File: config.mk
export PLATFORM = sky130hd
export DESIGN_NAME = cache_enable_qualifier
export DESIGN_NICKNAME = d
export VERILOG_FILES = /design/src/rtl/ceq_pkg.sv /design/src/rtl/ceq_cycle_track.sv /design/src/rtl/ceq_gate.sv /design/src/rtl/ceq_result.sv /design/src/rtl/cache_enable_qualifier.sv
export SDC_FILE = /design/constraint.sdc
export NUM_CORES = 1
export LEC_CHECK = 0
export BUFFER_PORTS_ARGS = -buffer_cell sky130_fd_sc_hd__buf_2
export CAP_MARGIN = 30
export CORE_AREA = 2 2 39 41
export CTS_BUF_LIST = sky130_fd_sc_hd__clkbuf_4 sky130_fd_sc_hd__clkbuf_8
export DETAILED_ROUTE_END_ITERATION = 10
export DIE_AREA = 0 0 41 43
export SLEW_MARGIN = 20
export SYNTH_ARGS = -nofsm -noshare
export SYNTH_HDL_FRONTEND = slang
export SYNTH_SLANG_ARGS = --single-unit
File: constraint.sdc
create_clock -name clk -period 2.16 [get_ports clk]
set_clock_uncertainty 0.1 [all_clocks]
set_input_delay 0.108 -clock clk [delete_from_list [all_inputs] [get_ports clk]]
set_output_delay 0.108 -clock clk [all_outputs]
set_load 0.01 [all_outputs]
File: src/rtl/ceq_pkg.sv
package ceq_pkg;
  localparam int KIND_W = 3;
  localparam int PWR_W  = 3;
  localparam int MODE_W = 2;
  localparam int NUM_BLOCKERS = 5;

  typedef enum logic [KIND_W-1:0] {
    CK_MEM_RD  = 3'd0,
    CK_MEM_WR  = 3'd1,
    CK_IO      = 3'd2,
    CK_INQUIRE = 3'd3,
    CK_LOCKED  = 3'd4,
    CK_SPECIAL = 3'd5,
    CK_INTA    = 3'd6,
    CK_NONE    = 3'd7
  } cyc_kind_e;

  typedef enum logic [PWR_W-1:0] {
    PWR_RUN      = 3'd0,
    PWR_SHUTDOWN = 3'd1,
    PWR_HALT     = 3'd2,
    PWR_STOPGNT  = 3'd3,
    PWR_STOPCLK  = 3'd4
  } power_e;

  // Only memory reads may sample the cache-enable input.
  function automatic logic kind_allows(input logic [KIND_W-1:0] kind);
    return kind == CK_MEM_RD;
  endfunction

  // Any stopping state forbids sampling.
  function automatic logic power_allows(input logic [PWR_W-1:0] pst);
    return pst == PWR_RUN;
  endfunction

  // Real, protected, virtual-8086 and system-management modes all sample.
  function automatic logic mode_allows(input logic [MODE_W-1:0] mode);
    logic ok;
    case (mode)
      2'd0, 2'd1, 2'd2, 2'd3: ok = 1'b1;
      default:                ok = 1'b0;
    endcase
    return ok;
  endfunction

  // Address hold only lets a cycle through that opened before the hold.
  function automatic logic hold_allows(input logic hold_now, input logic opened_in_hold);
    return !(hold_now && opened_in_hold);
  endfunction

  function automatic logic line_cacheable(input logic ken, input logic creq);
    return ken & creq;
  endfunction

  function automatic logic line_writeback(input logic cach, input logic pt, input logic hint_wb);
    return cach & ~pt & hint_wb;
  endfunction
endpackage

File: src/rtl/ceq_cycle_track.sv
module ceq_cycle_track
  import ceq_pkg::*;
(
  input  logic              clk,
  input  logic              rst_n,
  input  logic              cyc_start,
  input  logic [KIND_W-1:0] cyc_kind,
  input  logic              addr_hold,
  input  logic              strobe_any,
  output logic [KIND_W-1:0] kind_q,
  output logic              began_in_hold,
  output logic              window_open,
  output logic              sample_point
);
  logic active_q;
  logic closed_q;

  assign window_open  = active_q & ~closed_q;
  // The first strobe after the address strobe is the one sample point.
  assign sample_point = window_open & strobe_any & ~cyc_start;

  always_ff @(posedge clk) begin
    if (!rst_n) begin
      active_q      <= 1'b0;
      closed_q      <= 1'b0;
      kind_q        <= CK_NONE;
      began_in_hold <= 1'b0;
    end else if (cyc_start) begin
      active_q      <= 1'b1;
      closed_q      <= 1'b0;
      kind_q        <= cyc_kind;
      began_in_hold <= addr_hold;
    end else if (sample_point) begin
      closed_q      <= 1'b1;
    end
  end
endmodule

File: src/rtl/ceq_gate.sv
module ceq_gate
  import ceq_pkg::*;
(
  input  logic              sample_point,
  input  logic [KIND_W-1:0] kind_q,
  input  logic [MODE_W-1:0] op_mode,
  input  logic [PWR_W-1:0]  power_st,
  input  logic              backoff,
  input  logic              hold_ack,
  input  logic              hard_reset,
  input  logic              init_req,
  input  logic              probe_rdy,
  input  logic              addr_hold,
  input  logic              began_in_hold,
  output logic              bus_block,
  output logic              cap_fire
);
  logic [NUM_BLOCKERS-1:0] blk_vec;
  logic                    qualified;

  assign blk_vec   = {backoff, hold_ack, hard_reset, init_req, probe_rdy};
  assign bus_block = |blk_vec;

  always_comb begin
    qualified = kind_allows(kind_q)
              & mode_allows(op_mode)
              & power_allows(power_st)
              & hold_allows(addr_hold, began_in_hold)
              & ~bus_block;
    cap_fire  = sample_point & qualified;
  end
endmodule

File: src/rtl/ceq_result.sv
module ceq_result
  import ceq_pkg::*;
(
  input  logic clk,
  input  logic rst_n,
  input  logic cyc_start,
  input  logic cap_fire,
  input  logic cache_en,
  input  logic cache_req,
  input  logic pwt,
  input  logic wb_wt,
  output logic cacheable,
  output logic wb_policy
);
  logic cach_d;

  assign cach_d = line_cacheable(cache_en, cache_req);

  always_ff @(posedge clk) begin
    if (!rst_n || cyc_start) begin
      cacheable <= 1'b0;
      wb_policy <= 1'b0;
    end else if (cap_fire) begin
      cacheable <= cach_d;
      wb_policy <= line_writeback(cach_d, pwt, wb_wt);
    end
  end
endmodule

File: src/rtl/cache_enable_qualifier.sv
module cache_enable_qualifier
  import ceq_pkg::*;
(
  input  logic              clk,
  input  logic              rst_n,
  input  logic              cyc_start,
  input  logic [KIND_W-1:0] cyc_kind,
  input  logic [MODE_W-1:0] op_mode,
  input  logic [PWR_W-1:0]  power_st,
  input  logic              backoff,
  input  logic              hold_ack,
  input  logic              hard_reset,
  input  logic              init_req,
  input  logic              probe_rdy,
  input  logic              addr_hold,
  input  logic              first_brdy,
  input  logic              next_addr,
  input  logic              cache_en,
  input  logic              cache_req,
  input  logic              pwt,
  input  logic              wb_wt,
  output logic              cap_stb,
  output logic              cacheable,
  output logic              wb_policy
);
  logic [KIND_W-1:0] kind_q;
  logic              began_in_hold;
  logic              window_open;
  logic              sample_point;
  logic              bus_block;
  logic              cap_fire;
  logic              strobe_any;

  assign strobe_any = first_brdy | next_addr;

  ceq_cycle_track u_track (
    .clk           (clk),
    .rst_n         (rst_n),
    .cyc_start     (cyc_start),
    .cyc_kind      (cyc_kind),
    .addr_hold     (addr_hold),
    .strobe_any    (strobe_any),
    .kind_q        (kind_q),
    .began_in_hold (began_in_hold),
    .window_open   (window_open),
    .sample_point  (sample_point)
  );

  ceq_gate u_gate (
    .sample_point  (sample_point),
    .kind_q        (kind_q),
    .op_mode       (op_mode),
    .power_st      (power_st),
    .backoff       (backoff),
    .hold_ack      (hold_ack),
    .hard_reset    (hard_reset),
    .init_req      (init_req),
    .probe_rdy     (probe_rdy),
    .addr_hold     (addr_hold),
    .began_in_hold (began_in_hold),
    .bus_block     (bus_block),
    .cap_fire      (cap_fire)
  );

  ceq_result u_result (
    .clk       (clk),
    .rst_n     (rst_n),
    .cyc_start (cyc_start),
    .cap_fire  (cap_fire),
    .cache_en  (cache_en),
    .cache_req (cache_req),
    .pwt       (pwt),
    .wb_wt     (wb_wt),
    .cacheable (cacheable),
    .wb_policy (wb_policy)
  );

  assign cap_stb = cap_fire;
endmodule

==> qor.txt <==
SYNTH
-----------------------------------------------------------------------------------
Synthesized area .....................................................     363 um^2
Sequential area share after synthesis ................................        0.441
Library cell occupying the most area in the post-synthesis netlist ... sky130_fd_sc_hd__dfxtp_1
Cells after synthesis ................................................           37
Synthesized net count ................................................           60
Most used standard cells in the synthesized netlist .................. sky130_fd_sc_hd__dfxtp_1 (8), sky130_fd_sc_hd__nand2_1 (5), sky130_fd_sc_hd__mux2i_1 (4)
EDFF count, synth ....................................................            0
Post-synthesis register bit count ....................................            8
Yosys synthesis warning count ........................................            0
Area share of the largest cell type after synthesis ..................        0.441
Fraction of synthesis flops using an asynchronous set or reset pin ...            0
Number of distinct library cells after synthesis .....................           19
Library cell with the highest instance count after synthesis ......... sky130_fd_sc_hd__dfxtp_1
Leading post-synthesis cells by cell area ............................ sky130_fd_sc_hd__dfxtp_1 (44%), sky130_fd_sc_hd__mux2i_1 (11%), sky130_fd_sc_hd__nor4_4 (5.9%)
Mean area per synthesized cell .......................................    9.81 um^2
Most used DFF post-synth ............................................. sky130_fd_sc_hd__dfxtp_1

STA
-----------------------------------------------------------------------------------
Headroom to the max-slew limit .......................................        0.829
Achievable frequency .................................................    0.622 GHz
Time the final worst path needs with I/O delays and setup ............      1.61 ns
Total Negative Setup Slacks ..........................................         0 ns
Number of setup violations in the final report .......................            0
Crit share post-route ................................................        0.744
Total count of hold-check failures in the final report ...............            0
Setup repair after global routing missed its margin ..................        false
Count of final max-slew check failures ...............................            0
Slew @ Worst Pin .....................................................     0.256 ns

POWER
-----------------------------------------------------------------------------------
Total power of the final layout ......................................   0.000317 W
Power density over the cells .........................................  556 nW/um^2
Leak pwr .............................................................     0.245 nW
Worst IR drop on VDD .................................................       229 uV

GLOBAL ROUTE
-----------------------------------------------------------------------------------
Met3 GRT Util ........................................................       0.0314
Met1 GRT Util ........................................................       0.0906
Pin count of the biggest net entering global routing .................            8
Met2 routing resource usage after global routing .....................        0.169
Most heavily used metal layer in global routing ......................         met2
Via count of the first global-routing pass ...........................          334
Number of antenna violations at the first check in global routing ....            0
Global-route wire length before repair ...............................      1.12 mm
GRT Overall Usage ....................................................       0.0946
Overflow after GRT ...................................................            0

CTS
-----------------------------------------------------------------------------------
Cts bufs inserted ....................................................            3
H-Tree Depth .........................................................            1
Insertion delay of the later-clocked pin in the worst-skew pair ......      0.25 ns
CTS Sinks ............................................................            8
Clk Tree Root Cell ................................................... sky130_fd_sc_hd__clkbuf_4
Clock-pin slew on the worst setup and hold paths .....................      0.06 ns
TritonCTS clock tree .................................................        built
Bufs on Longest Clock Path ...........................................            2
Post-CTS sizing ......................................................            0
Hold buffers post-CTS ................................................            6
Number of buffers added for setup after CTS ..........................            0

SETUP PATH
-----------------------------------------------------------------------------------
Worst Path Class, Setup .............................................. register to register
CP Max Fanout ........................................................            5
Critical path buffers and inverters ..................................            0
Data required time at the worst endpoint .............................      2.24 ns
Delay of the slowest cell on the worst path ..........................      0.55 ns
Kind of launch point of the worst setup path .........................     register
Cell with the largest stage delay on the worst path .................. sky130_fd_sc_hd__or4_1
CP delay by family, top .............................................. simple AND/OR/NAND/NOR gates
Signal arrival time at the worst endpoint ............................      1.69 ns
Critical Path End Type ...............................................     register
Crit path cell chain ................................................. nor3_1, o2111ai_2, or4_1, a21oi_1

FINAL LAYOUT
-----------------------------------------------------------------------------------
Register Area ........................................................     160 um^2
Final antenna diode count ............................................            0
Ratio of cells with drive above 1 in the final layout ................        0.412
Area growth from synthesis to final layout ...........................        56.9%
# nets final .........................................................           93
Count of placed standard cells in the final layout, fillers left out .           84
Multi-input combinational cell area ..................................     188 um^2
Fillers ..............................................................          144

FLOW RUN
-----------------------------------------------------------------------------------
# Max-Cap Violations .................................................            0

ROUTING
-----------------------------------------------------------------------------------
Detail-routed via count per cell .....................................         4.52
Final wirelength .....................................................       780 um
Initial DRC Count ....................................................            1
Number of nets still failing antenna checks after routing ............            0
Overall via count from detail_route ..................................          380
1st-pass router iterations ...........................................            3
Wire length per cell after detailed routing ..........................      9.29 um
DRC violations left ..................................................            0

FLOORPLANNING
-----------------------------------------------------------------------------------
Core Area ............................................................    1380 um^2
Starting density of the core .........................................        0.262
Row Count ............................................................           14
IO Pins ..............................................................           26
Die height ...........................................................        43 um
Die Footprint ........................................................    1760 um^2
Die span in x ........................................................        41 um

PLACEMENT
-----------------------------------------------------------------------------------
Placer's final routability congestion estimate .......................        0.599
Cell total after placement ...........................................           75
Half-perimeter wire length after detailed placement ..................       603 um
Number of input and output port buffers inserted .....................           23

OUTCOME
-----------------------------------------------------------------------------------
Run status ...........................................................    completed

MIN PATH
-----------------------------------------------------------------------------------
Worst hold path class ................................................ input pin to register

## where the power goes
group | switching [W] | leakage [nW] | internal [W]
combinational | 0.0000178 | 0.166 | 0.0000289
clock | 0.0000489 | 0.0138 | 0.0000635
sequential | 0.00000344 | 0.0658 | 0.000154
total | 0.0000701 | 0.245 | 0.000247
## worst min-delay path, cell delays in order
cell and delay, ns:
sky130_fd_sc_hd__buf_2 0.09, sky130_fd_sc_hd__mux2i_1 0.06, sky130_fd_sc_hd__nor2b_1 0.09
## flip-flops by register name (all words and copies together) (netlist names)
name,count
u_track.active_q,1
u_track.closed_q,1
u_track.kind_q,3
u_track.began_in_hold,1
u_result.cacheable,1
u_result.wb_policy,1
## path summary, 6_finish.rpt
path | from | endpoint | slack (ns) | cells past startpoint
worst min register to register | u_track.closed_q$_SDFFE_PP0P_ | u_track.closed_q$_SDFFE_PP0P_ | 0.35 | 2
worst max-delay path | u_track.kind_q[1]$_SDFFE_PN1P_ | u_result.wb_policy$_SDFFE_PP0P_ | 0.55 | 4
worst max register to register | u_track.kind_q[1]$_SDFFE_PN1P_ | u_result.wb_policy$_SDFFE_PP0P_ | 0.55 | 4
worst min-delay path | addr_hold | u_track.began_in_hold$_SDFFE_PN0P_ | 0.03 | 3
## per-stage QoR
| step | hold WS, ns | instance area [um^2] | utilization | worst slack [ns] |
|---|---|---|---|---|
| floorplan | 0.0699 | 363 | - | 0.662 |
| global placement | 0.224 | 487 | 0.352 | 0.534 |
| detailed placement | 0.231 | 487 | 0.352 | 0.524 |
| CTS | 0.0381 | 569 | 0.411 | 0.550 |
| global route | 0.0534 | 569 | 0.411 | 0.446 |
| finish | 0.0332 | 569 | 0.411 | 0.553 |
## routing by layer
layer | wire length (um) | part of all wire | vias up
met4 | 0 | 0 | 0
met3 | 74 | 0.095 | 0
li1 | - | - | 198
met1 | 322 | 0.41 | 170
met2 | 383 | 0.49 | 12
met5 | 0 | 0 | -
## cell families after synthesis
kind of cell | after synthesis | share of synthesized area
AOI/OAI and AO/OA | 9 | 0.165
DFF | 8 | 0.441
muxes | 4 | 0.110
buffers and inverters | 2 | 0.0414
and+or+nand+nor | 14 | 0.241
## area by class of cell
cell class              instances  share of cell area
clock buffers                   3              0.0396
inverters                       1             0.00659
multi-input cells              27               0.330
flip-flops and latches          8               0.281
well taps                      16              0.0352
repair buffers                 29               0.308
## cells in the final DEF (no fill, tap or decap), types with 2 or more instances in the layout
cell type,count
sky130_fd_sc_hd__dfxtp_1,8
sky130_fd_sc_hd__o21ai_0,2
sky130_fd_sc_hd__clkbuf_4,3
sky130_fd_sc_hd__a21oi_1,3
sky130_fd_sc_hd__mux2i_1,4
sky130_fd_sc_hd__dlygate4sd3_1,6
sky130_fd_sc_hd__nand2_1,5
sky130_fd_sc_hd__buf_2,23
sky130_fd_sc_hd__nand2b_1,2
Power figures use the tool's default switching activity.
